`src/rtl/spec_sync_pkg.sv`:
```
package spec_sync_pkg;
  typedef enum logic {
    PAR_EVEN = 1'b0,
    PAR_ODD  = 1'b1
  } parity_e;

  localparam int unsigned NUM_SLOTS = 2;
endpackage

```
`src/rtl/spec_parity_gen.sv`:
```
module spec_parity_gen
  import spec_sync_pkg::*;
(
  input  logic    clk,
  input  logic    rst_n,
  output parity_e par_q,
  output parity_e par_next
);
  always_comb par_next = (par_q == PAR_EVEN) ? PAR_ODD : PAR_EVEN;

  always_ff @(posedge clk or negedge rst_n) begin
    if (!rst_n) par_q <= PAR_EVEN;
    else        par_q <= par_next;
  end

  // parity alternates on every receive edge
  a_r5_parity_toggles: assert property (@(posedge clk) disable iff (!rst_n)
    1'b1 |=> par_q != $past(par_q));
endmodule

```
`src/rtl/spec_slot.sv`:
```
module spec_slot #(
  parameter int unsigned FLAGS = 2
) (
  input  logic             clk,
  input  logic             rst_n,
  input  logic             ld_early,
  input  logic             ld_late,
  input  logic [FLAGS-1:0] ne,
  output logic [FLAGS-1:0] early_q,
  output logic [FLAGS-1:0] fail_q
);
  logic [FLAGS-1:0] late_q;

  always_ff @(posedge clk or negedge rst_n) begin
    if (!rst_n) begin
      early_q <= '0;
      late_q  <= '0;
    end else begin
      if (ld_early) early_q <= ne;
      if (ld_late)  late_q  <= ne;
    end
  end

  // Late sample high while the early one was low: the speculation may be wrong
  always_comb fail_q = late_q & ~early_q;

  // the early sample is held while the late sample is taken
  a_r6_hold_early: assert property (@(posedge clk) disable iff (!rst_n)
    ld_late |=> early_q == $past(early_q));

  // a slot never speculates and checks on the same edge
  a_r5_single_role: assert property (@(posedge clk) disable iff (!rst_n)
    !(ld_early && ld_late));
endmodule

```
`src/rtl/spec_flag_sync.sv`:
```
module spec_flag_sync
  import spec_sync_pkg::*;
#(
  parameter int unsigned FLAGS = 2
) (
  input  logic             clk,
  input  logic             rst_n,
  input  logic [FLAGS-1:0] ne_in,
  output logic [FLAGS-1:0] da_out,
  output logic [FLAGS-1:0] fail_out
);
  localparam int unsigned SEL_W = $clog2(NUM_SLOTS);

  parity_e par_q;
  parity_e par_next;

  logic [FLAGS-1:0] early_arr [NUM_SLOTS];
  logic [FLAGS-1:0] fail_arr  [NUM_SLOTS];

  spec_parity_gen u_par (
    .clk      (clk),
    .rst_n    (rst_n),
    .par_q    (par_q),
    .par_next (par_next)
  );

  for (genvar g = 0; g < NUM_SLOTS; g++) begin : g_slot
    logic ld_e;
    logic ld_l;
    always_comb begin
      ld_e = (SEL_W'(par_next) == SEL_W'(g));
      ld_l = (SEL_W'(par_q)    == SEL_W'(g));
    end
    spec_slot #(.FLAGS(FLAGS)) u_slot (
      .clk      (clk),
      .rst_n    (rst_n),
      .ld_early (ld_e),
      .ld_late  (ld_l),
      .ne       (ne_in),
      .early_q  (early_arr[g]),
      .fail_q   (fail_arr[g])
    );
  end

  // data-available follows the current parity, fail follows the previous one
  logic sel_da;
  logic sel_fail;
  always_comb begin
    sel_da   = par_q;
    sel_fail = ~par_q;
    da_out   = early_arr[sel_da];
    fail_out = fail_arr[sel_fail];
  end

  for (genvar b = 0; b < FLAGS; b++) begin : g_chk
    // a fail needs a low data-available in the previous cycle
    a_r2_fail_prev_low: assert property (@(posedge clk) disable iff (!rst_n)
      fail_out[b] |-> !$past(da_out[b]));
    // a fail is only raised on a rise, so the new cycle shows the bit high
    a_r3_fail_on_rise: assert property (@(posedge clk) disable iff (!rst_n)
      fail_out[b] |-> da_out[b]);
  end

  // outputs are low while reset is held
  a_r8_reset_quiet: assert property (@(posedge clk)
    !rst_n |-> (da_out == '0 && fail_out == '0));
endmodule

```
`config.mk`:
```
export PLATFORM = sky130hd
export DESIGN_NAME = spec_flag_sync
export DESIGN_NICKNAME = d
export VERILOG_FILES = /design/src/rtl/spec_sync_pkg.sv /design/src/rtl/spec_parity_gen.sv /design/src/rtl/spec_slot.sv /design/src/rtl/spec_flag_sync.sv
export SDC_FILE = /design/constraint.sdc
export NUM_CORES = 1
export LEC_CHECK = 0
export ABC_AREA = 1
export BUFFER_PORTS_ARGS = -buffer_cell sky130_fd_sc_hd__buf_2
export CAP_MARGIN = 20
export CORE_AREA = 2 2 39 41
export CTS_BUF_LIST = sky130_fd_sc_hd__clkbuf_4 sky130_fd_sc_hd__clkbuf_8 sky130_fd_sc_hd__clkbuf_16
export DETAILED_ROUTE_END_ITERATION = 7
export DIE_AREA = 0 0 41 43
export SYNTH_ARGS = -nofsm -noshare
export SYNTH_HDL_FRONTEND = slang
export SYNTH_SLANG_ARGS = --single-unit
export TNS_END_PERCENT = 5
```
`constraint.sdc`:
```
create_clock -name clk -period 0.85 [get_ports clk]
set_clock_uncertainty 0.05 [all_clocks]
set_input_delay 0.085 -clock clk [delete_from_list [all_inputs] [get_ports clk]]
set_output_delay 0.085 -clock clk [all_outputs]
set_load 0.02 [all_outputs]
```
### Word-level counts from Yosys, hierarchy flattened

Cells that the tools add are included.

| word-level totals | value |
|---|---|
| bits in registers | 5 |
| bits of input ports | 4 |
| output and inout port bits | 4 |
| word-level logic and storage cells | 19 |

| operators by class | value |
|---|---|
| $lt $le $gt $ge | 2 |
| multiplexer cells | 7 |
| bitwise logic cells | 7 |

Operators with widths:

| operator | number |
|---|---|
| 2-bit two-way mux | 6 |
| 2-bit bitwise AND | 2 |
| 2-bit >= comparator, second input constant | 2 |
| 1-bit NOT with 2-bit output | 2 |
| 2-bit NOT | 2 |
| 1-bit two-way mux | 1 |
| 1-bit NOT | 1 |

### Longest topological paths before layout

Gate-level depths: netlist (run 1).

| depth | value |
|---|---|
| depth in word-level cells | 5 |
| depth in mapped cells | 3 |

### Modules after synthesis

From an unflattened synthesis (run 1), not the netlist that was laid out.

| second synthesis, totals | value |
|---|---|
| cell total of the unflattened synthesis | 60 |
| area total of the unflattened synthesis | 416.6 sq um |

Modules (own cells, without submodules):

| module | times used | cells each | area an instance (sq um) |
|---|---|---|---|
| spec_slot | 2 | 22 | 167.7 |
| spec_flag_sync | 1 | 14 | 52.6 |
| spec_parity_gen | 1 | 2 | 28.8 |

### Worst setup path after synthesis (run 1)

No wires, ideal clock.

| timing path | value |
|---|---|
| path kind | register to output |
| start | reg u_par.par_q |
| end | out da_out[0] |
| arrival time | 0.767 ns |
| required time | 0.715 ns |
| setup slack | -0.052 ns |
| stages on the path, launching flop included | 4 |
| buffers on the path | 0 |
| cell sequence | dfrtp_1 > inv_2 > nand2_1 > nand2_1 |

| on the way | value |
|---|---|
| word-level cells in the longest chain between the ends | 4 |

Ends and longest elaborated chain:

| item | RTL line | source |
|---|---|---|
| from (decl) | spec_parity_gen.sv:6 | `output parity_e par_q,` |
| from (signal assigned) | spec_parity_gen.sv:13 | `else par_q <= par_next;` |
| 1-bit NOT with 2-bit output (not written as such) | spec_flag_sync.sv:51 | `da_out = early_arr[sel_da];` |
| 2-bit two-way mux (not written as such) (3 in series) | spec_flag_sync.sv:51 |  |
| to (decl) | spec_flag_sync.sv:9 | `output logic [FLAGS-1:0] da_out,` |

No other way between the ends. The select of a mux whose other input is x is not followed.

### Final worst setup path (run 1)

| timing path | value |
|---|---|
| start | reg u_par.par_q |
| end | out fail_out[0] |

| on the way | value |
|---|---|
| word-level cells in the longest chain between the ends | 5 |

Ends and longest elaborated chain:

| item | RTL line | source |
|---|---|---|
| 1-bit NOT | spec_flag_sync.sv:50 | `sel_fail = ~par_q;` |
| 1-bit NOT with 2-bit output (not written as such) | spec_flag_sync.sv:52 | `fail_out = fail_arr[sel_fail];` |
| 2-bit two-way mux (not written as such) (3 in series) | spec_flag_sync.sv:52 |  |
| to (decl) | spec_flag_sync.sv:10 | `output logic [FLAGS-1:0] fail_out` |

No other way between the ends. The select of a mux whose other input is x is not followed.

==> results.ini, run 1 <==
[status]
outcome = complete, but fails checks
violations = negative setup slack

[detailed_routing]
drtPass1Iterations = 2
routed_wl_microns = 462
via_per_inst = 3.738
remaining_drc_errors = 0
final_antenna_net_count = 0
wl_per_cell_microns = 7.574
drtIter0Drc = 8
vias = 228

[finish]
final_cell_count_no_fill = 61
layout-drive-gt1-share_pct = 60.00
fill_cells = 159
n_antenna_cell = 0
final_nets = 50
synthToLayoutAreaGrowth_pct = 82.78
finish.utilization_pct = 29.75

[die]
design.core.area_sq_um = 1384
num_rows = 14
io_pins = 8
start_util_pct = 16.27
die_area_sq_um = 1763
die_w_microns = 41
fp.dieH_microns = 43

[power]
max-vdd-ir-drop_uv = 524.0
leakagePower_uw = 0.0002208
sw_frac_of_total_pct = 22.29
clock_power_share_pct = 47.7
combPwrFrac_pct = 11.9
p_int_uw = 495.7
power_uw = 637.9
p_seq_share_pct = 40.4
p_per_area_nw_per_um2 = 1550
power.net_switching_uw = 142.2

[yosys]
synth-warning-count = 0
synth_top_area_share_pct = 55.56
ys_types = 8
ys_top_cells_by_area = dfrtp_1, nand2_1, inv_1
syn_area_sq_um = 225.2
synth.yosys.seq_area_share_pct = 55.56
synth_area_leader_cell = dfrtp_1
syn-instance-count = 28
postSynthAreaPerCell_sq_um = 8.043
synth-seq-cells = 5
syn_nets = 32

[setup_path]
cp-startpoint = u_par.par_q
cp_data_required_time_ns = 0.71
reg2reg_slack_ns = -0.14
r2r_start = u_par.par_q
max_stage_delay_ns = 0.45
endpoint_kind = output port
cp_cell_sequence = inv_4, nand3_2, nand2_2, buf_6
worstRegToRegCells = 4
crit_type = flop to output port
startpoint_type = flop
cp_slowest_cell = dfrtp_2
endpoint = fail_out[0]
crit_arrival_ns = 1.04
cp_max_fo = 7
reg2reg_to = g_slot[0].u_slot.early_q[1]

[sta]
rsz0062_at_grt = yes
finalMaxSlewViolations = 0
min_period_ns = 1.174
maxSlewHeadroom_pct = 90.26
fin_crit_sh_pct = 138.1
holdWs_ns = 0.05196
final_hold_viol_count = 0
tightestPinTransition_ns = 0.1460
finalSetupViolations = 7
fmax_mhz = 851.9
setup_ws_ns = -0.3238
tns_ns = -1.598

[clocking]
clockRootBuffer = clkbuf_4
cts_made_buffers = 3
clk_pin_slew_ns = 0.04
cts_tree = done
cts_max_level = 1
clock_latency_ns = 0.24
cts_num_sinks = 5
clk_path_buf_depth = 2

[global_route]
grt_pass1_vias = 214
gr-total-overflow = 0
grt_pass1_wl_microns = 834
grt_max_degree = 8
grt_usage_pct = 7.482
antenna_found_initial = 0

[flow_run]
drv_cap = 0

[placement]
io_buffers = 7
dp_hpwl_microns = 341.9
post-place-cells = 54
place_congestion = 0.6721

[min_path]
min_from = ne_in[1]
hp-class = input port to flop

## logic make-up (layout without fill, tap and decap cells)
family                 after synthesis  in the layout  synth area share, %
AOI/OAI and AO/OA                    4              4                10.55
buffers and inverters                7             24                11.66
DFF                                  5              5                55.56
and+or+nand+nor                     12             12                22.22
## registers in the layout, summed over array words and instances, names as in the netlist
register               flops
g_slot.u_slot.early_q      4
u_par.par_q                1
## power groups by stage
stage	clock network, uW	logic (uW)	registers, uW
after CTS	324	77.0	257
after global placement	0	57.9	259
after floorplan	0	36.3	258
final	304	76.2	258
after global routing	326	85.3	259
after detailed placement	0	58.5	259
## worst max-delay path, delay by kind of cell, from the launching register on
family                 cells  cell delay (ns)
flip-flops                 1             0.45
buffers and inverters      2             0.22
AND/OR/NAND/NOR            2             0.13
## routing by layer
layer  global-route usage [%]  share of wire [%]  vias up
met5                        0                  0        -
met4                    8.000                  0        0
met3                    3.141                6.9        0
met2                    7.500                 45        5
met1                    10.53                 47      101
li1                         -                  -      122
## cell type report
| type | instances | area [sq um] | share of cell area (%) |
|---|---|---|---|
| clock buffers | 4 | 30.03 | 7.295 |
| inverters | 7 | 28.78 | 6.991 |
| multi-input cells | 16 | 98.84 | 24.01 |
| flip-flops and latches | 5 | 126.4 | 30.70 |
| well taps | 16 | 20.02 | 4.863 |
| repair buffers | 13 | 107.6 | 26.14 |
## cells in the mapped netlist
library cell,instances
nand2_1,8
inv_1,6
dfrtp_1,5
nand3_1,4
o21ai_0,2
inv_2,1
o21ai_1,1
o21ai_2,1
## stage by stage
| stage | area [sq um] | setup WS [ns] |
|---|---|---|
| after detailed placement | 312.8 | -0.1608 |
| after global placement | 312.8 | -0.1683 |
| after CTS | 411.6 | -0.3384 |
| after global routing | 411.6 | -0.3857 |
| final | 411.6 | -0.3238 |
| after floorplan | 235.2 | -0.01684 |
## worst min path at each step
stage / to / slack, ns / cells past startpoint
after floorplan: g_slot[0].u_slot.early_q[0] / -0.26 / 0
after global placement: g_slot[0].u_slot.early_q[0] / -0.15 / 1
after detailed placement: g_slot[0].u_slot.early_q[0] / -0.14 / 1
after CTS: g_slot[0].u_slot.early_q[0] / 0.03 / 3
after global routing: g_slot[0].u_slot.early_q[1] / 0.06 / 3
final: g_slot[0].u_slot.early_q[1] / 0.05 / 3
## layout by cell type (no fill, tap or decap)
master         count
nand3_1            2
buf_2              3
inv_4              1
o21ai_1            1
o21ai_0            2
dlygate4sd3_1      1
buf_4              5
o21ai_2            1
clkbuf_4           4
inv_1              6
nand2_1            2
dfrtp_2            1
buf_6              4
nand3_2            2
dfrtp_1            4
nand2_2            6
## timing repair
action	CTS	global route
buffers inserted	2	0
setup endpoints to repair	7	9
pin swaps	2	1
hold buffers	1	0
hold endpoints to repair	5	0
resized for setup	14	0
(Power assumes the default switching activity.)
==> run 2, diff against run 1 <==
BUFFER_PORTS_ARGS = -buffer_cell sky130_fd_sc_hd__clkbuf_2   (was -buffer_cell sky130_fd_sc_hd__buf_2)
GPL_TIMING_DRIVEN = 0   (was default)
==> run 2 against run 1 <==
Effect of this change: first-iteration DRC count shrank 63%; via count down 3.1%; critical path depth did not move; the run still ends with negative setup slack left; clock-buffer cell count unchanged; critical path type unchanged; global-route usage is 0.22 points lower; cell area rose by 7.9%; register-to-register slack worse by 0.06 ns; cell count unchanged; routed wire length is 5.0% higher; combinational power is 13% higher; sequential share of layout area down 2.2 points.
==> results.ini, run 2 (synthesized netlist as in run 1, its figures left out) <==
[status]
outcome = complete, but fails checks
violations = negative setup slack

[clocking]
clockRootBuffer = clkbuf_4
cts_made_buffers = 3
cts_max_level = 1
clk_pin_slew_ns = 0.05
cts_tree = done
cts_num_sinks = 5
clk_path_buf_depth = 2
clock_latency_ns = 0.24

[detailed_routing]
drtPass1Iterations = 4
via_per_inst = 3.623
remaining_drc_errors = 0
wl_per_cell_microns = 7.951
final_antenna_net_count = 0
vias = 221
drtIter0Drc = 3
routed_wl_microns = 485

[die]
num_rows = 14
io_pins = 8
fp.dieH_microns = 43
die_area_sq_um = 1763
die_w_microns = 41
start_util_pct = 16.27
design.core.area_sq_um = 1384

[setup_path]
r2r_start = u_par.par_q
cp_data_required_time_ns = 0.71
crit_type = flop to output port
reg2reg_slack_ns = -0.20
cp_max_fo = 7
reg2reg_to = g_slot[0].u_slot.early_q[1]
crit_arrival_ns = 1.05
worstRegToRegCells = 4
endpoint = da_out[1]
endpoint_kind = output port
startpoint_type = flop
cp-startpoint = u_par.par_q

[power]
p_per_area_nw_per_um2 = 1470
p_seq_share_pct = 39.7
power_uw = 652.9
power.net_switching_uw = 149.2
combPwrFrac_pct = 13.2
sw_frac_of_total_pct = 22.85
leakagePower_uw = 0.0002414
clock_power_share_pct = 47.1
p_int_uw = 503.7
max-vdd-ir-drop_uv = 573.3

[finish]
n_antenna_cell = 0
layout_common_cells = inv_1, buf_4, clkbuf_4, dfrtp_1, buf_8
largest_reg_flops = 4
multiInputGateArea_sq_um = 113.9
final_cell_count_no_fill = 61
layout-drive-gt1-share_pct = 60.00
seq_area_sq_um = 126.4
fill_cells = 146
synthToLayoutAreaGrowth_pct = 97.22
final_nets = 50
top_regs = g_slot.u_slot.early_q: 4 flops, u_par.par_q: 1 flops
fin_area_sq_um = 444.2
regMostFlops = g_slot.u_slot.early_q
final_common_cell = inv_1

[global_route]
antenna_found_initial = 0
grt_pass1_vias = 198
grt_pass1_wl_microns = 793
gr-total-overflow = 0
grt_max_degree = 8
grt_usage_pct = 7.265

[sta]
rsz0062_at_grt = yes
fin_crit_sh_pct = 139.9
finalMaxSlewViolations = 0
tns_ns = -1.756
final_hold_viol_count = 0
maxSlewHeadroom_pct = 88.85
tightestPinTransition_ns = 0.1673
fmax_mhz = 840.9
setup_ws_ns = -0.3392
min_period_ns = 1.189
finalSetupViolations = 8

[placement]
io_buffers = 7
dp_hpwl_microns = 322.7
place_congestion = 0.6693
post-place-cells = 51
place_ws_ns = -0.2056
dpl-instance-area_sq_um = 290.3

[flow_run]
drv_cap = 0

[min_path]
hp-class = input port to flop

run 2: cell types whose count changed in the layout (fill, tap and decap cells not counted), moves of 3 or more:
cell	change
buf_6	-4
buf_8	+4
buf_2	-3
clkbuf_2	+3
nand2_2	-3
nand2_4	+3
run 2: worst min path at each step:
stage	startpoint	end	slack [ns]	cells past startpoint
2_1_floorplan	rst_n	g_slot[0].u_slot.early_q[0]	-0.26	0
3_3_place_gp	rst_n	g_slot[0].u_slot.early_q[0]	-0.14	1
3_5_place_dp	rst_n	g_slot[0].u_slot.early_q[0]	-0.14	1
4_1_cts	ne_in[1]	g_slot[0].u_slot.early_q[1]	0.01	3
5_1_grt	ne_in[1]	g_slot[0].u_slot.early_q[1]	0.03	3
6_report	ne_in[0]	g_slot[0].u_slot.early_q[0]	0.02	3
run 2: what timing repair did:
item                                   CTS  global route
pin swaps                                1             3
setup endpoints to repair                6             8
setup buffers                            2             3
gates resized for setup                 14             8
hold buffers                             1             0
endpoints found under the hold margin    5             0
run 2: final cells by class:
class | count | area share, %
sequential | 5 | 28.45
clock buffer | 4 | 6.761
multi-input combinational | 16 | 25.63
tap | 16 | 4.507
inverter | 7 | 7.042
timing repair buffer | 13 | 27.61
run 2: critical path, stage by stage, from the launching register on:
cell and delay, ns:
dfrtp_2 0.43, clkinv_4 0.12, nand2_4 0.09, nand2_2 0.05, buf_8 0.12
run 2: power groups by stage:
stage | Combinational, uW | Clock (uW) | Sequential (uW)
5_1_grt | 94.6 | 347 | 260
4_1_cts | 79.1 | 319 | 257
6_report | 86.4 | 307 | 259
3_3_place_gp | 57.6 | 0 | 258
3_5_place_dp | 58.6 | 0 | 259
2_1_floorplan | 36.3 | 0 | 258
run 2: metrics by stage:
stage          hold WS [ns]  utilization [%]
2_1_floorplan       -0.2606                -
3_3_place_gp        -0.1450            20.98
3_5_place_dp        -0.1433            20.98
4_1_cts             0.01104            28.84
5_1_grt             0.02790            32.10
6_report            0.01803            32.10
run 2: routing by layer:
layer | part of all wire, % | vias up | wire, microns | GRT usage, %
li1 | - | 120 | - | -
met2 | 53 | 5 | 258 | 7.500
met1 | 40 | 96 | 196 | 8.497
met5 | 0 | - | 0 | 0
met3 | 6.2 | 0 | 30 | 5.236
met4 | 0 | 0 | 0 | 8.000
==> run 3, diff against run 2 <==
clock period = 1.1 ns   (was 0.85 ns; I/O delays follow)
==> run 3 against run 2 <==
Effect of this change: the run still ends with negative setup slack left; setup slack improved by 0.24 ns; largest power group unchanged; largest cell class unchanged; clock power decreased by 28%; cell count unchanged; highest routed layer unchanged; critical endpoint is now fail_out[0]; non-clock buffer count unchanged.
==> results.ini, run 3 (synthesized netlist as in run 1, its figures left out) <==
[power]
max-vdd-ir-drop_uv = 361.5
sw_frac_of_total_pct = 20.27
power.net_switching_uw = 98.32
p_seq_share_pct = 41.1
power_uw = 485.1
combPwrFrac_pct = 13.3
p_int_uw = 386.8
clock_power_share_pct = 45.5
p_per_area_nw_per_um2 = 1137
leakagePower_uw = 0.0002264

[sta]
rsz0062_at_grt = yes
fmax_mhz = 834.2
tns_ns = -0.3666
final_hold_viol_count = 0
maxSlewHeadroom_pct = 88.90
min_period_ns = 1.199
tightestPinTransition_ns = 0.1648
setup_ws_ns = -0.09882
finalSetupViolations = 4
fin_crit_sh_pct = 109.0
finalMaxSlewViolations = 0

[setup_path]
cp_max_fo = 7
max_stage_delay_ns = 0.45
crit_type = flop to output port
cp_cell_sequence = inv_4, nand3_2, nand2_2, buf_8
crit_arrival_ns = 1.04
cp_top_family = flip-flops
endpoint_kind = output port
startpoint_type = flop
cp_slowest_cell = dfrtp_2
cp_data_required_time_ns = 0.94
crit_buf_inv = 2

[placement]
post-place-cells = 51
dp_hpwl_microns = 359.4
place_congestion = 0.6669
place_ws_ns = 0.02581
io_buffers = 7

[detailed_routing]
vias = 221
routed-wl-met3_microns = 34
remaining_drc_errors = 0
top_layer = met3
via_per_inst = 3.623
drtIter0Drc = 7
drt-met1-wl_microns = 198
dr_wl_met2_microns = 211
wl_per_cell_microns = 7.279
routed_wl_microns = 444
final_antenna_net_count = 0
drtPass1Iterations = 2

[die]
fp.dieH_microns = 43
num_rows = 14
die_w_microns = 41
die_area_sq_um = 1763
io_pins = 8
start_util_pct = 16.27
design.core.area_sq_um = 1384

[finish]
final_cell_count_no_fill = 61
top_regs = g_slot.u_slot.early_q: 4 flops, u_par.par_q: 1 flops
regMostFlops = g_slot.u_slot.early_q
synthToLayoutAreaGrowth_pct = 89.44
layout_common_cells = nand2_2, inv_1, buf_4
largest_reg_flops = 4
layout-drive-gt1-share_pct = 60.00
n_antenna_cell = 0
final_nets = 50
fill_cells = 156

[clocking]
cts_max_level = 1
clk_pin_slew_ns = 0.04
clock_latency_ns = 0.23
clockRootBuffer = clkbuf_4
cts_tree = done
cts_num_sinks = 5
cts_made_buffers = 3
clk_path_buf_depth = 2

[status]
violations = negative setup slack
outcome = complete, but fails checks

[min_path]
hp-class = input port to flop

[global_route]
antenna_found_initial = 0
grt_max_degree = 8
grt_pass1_vias = 217
grt_pass1_wl_microns = 786
gr-total-overflow = 0
grt_usage_pct = 6.566

[flow_run]
drv_cap = 0

## run 3: cell type report
cell class | count | area, sq um | share of cell area [%]
clock buffer | 4 | 30.03 | 7.038
inverter | 7 | 28.78 | 6.745
multi-input combinational | 16 | 98.84 | 23.17
sequential | 5 | 126.4 | 29.62
tap | 16 | 20.02 | 4.692
timing repair buffer | 13 | 122.6 | 28.74
## run 3: layer usage
| metal | track usage (%) | up-vias |
|---|---|---|
| li1 | - | 122 |
| met5 | 0 | - |
| met1 | 8.525 | 94 |
| met2 | 9.375 | 5 |
| met3 | 1.571 | 0 |
| met4 | 4.000 | 0 |
## run 3: path summary, 6_finish.rpt
path | startpoint | endpoint | slack, ns | depth (start not counted)
max | u_par.par_q | fail_out[0] | -0.1 | 4
min | ne_in[1] | g_slot[0].u_slot.early_q[1] | 0.06 | 3
max reg2reg | u_par.par_q | g_slot[0].u_slot.early_q[1] | 0.11 | 4
min reg2reg | g_slot[1].u_slot.early_q[0] | g_slot[1].u_slot.early_q[0] | 0.52 | 2
max in group asynchronous | rst_n | u_par.par_q | 0.67 | 2
min in group asynchronous | rst_n | u_par.par_q | 0.18 | 2
## run 3: metrics by stage
stage	util [%]	hold WS, ns	area, sq um
3_5_place_dp	20.25	-0.1163	280.3
5_1_grt	30.83	0.08084	426.7
3_3_place_gp	20.25	-0.1191	280.3
4_1_cts	28.84	0.05357	399.1
2_1_floorplan	-	-0.2356	225.2
6_report	30.83	0.05831	426.7
## run 3: worst register-to-register path, delay by kind of cell (launching register included)
kind / cells / cell delay, ns
AOI/OAI and AO/OA: 1 / 0.12
DFF: 1 / 0.43
buffers and inverters: 3 / 0.32
## run 3: repair_timing
item	4_1_cts	5_1_grt
endpoints found under the setup margin	4	4
gates resized for setup	15	7
endpoints found under the hold margin	5	0
pin swaps	5	3
hold buffers	1	0
setup buffers	3	2
## run 3: power by group through the flow
stage,logic (uW),clock network (uW),registers [uW]
2_1_floorplan,25.1,0,199
3_3_place_gp,41.8,0,200
3_5_place_dp,42.7,0,201
4_1_cts,58.7,230,200
5_1_grt,71.8,239,200
6_report,64.8,221,199
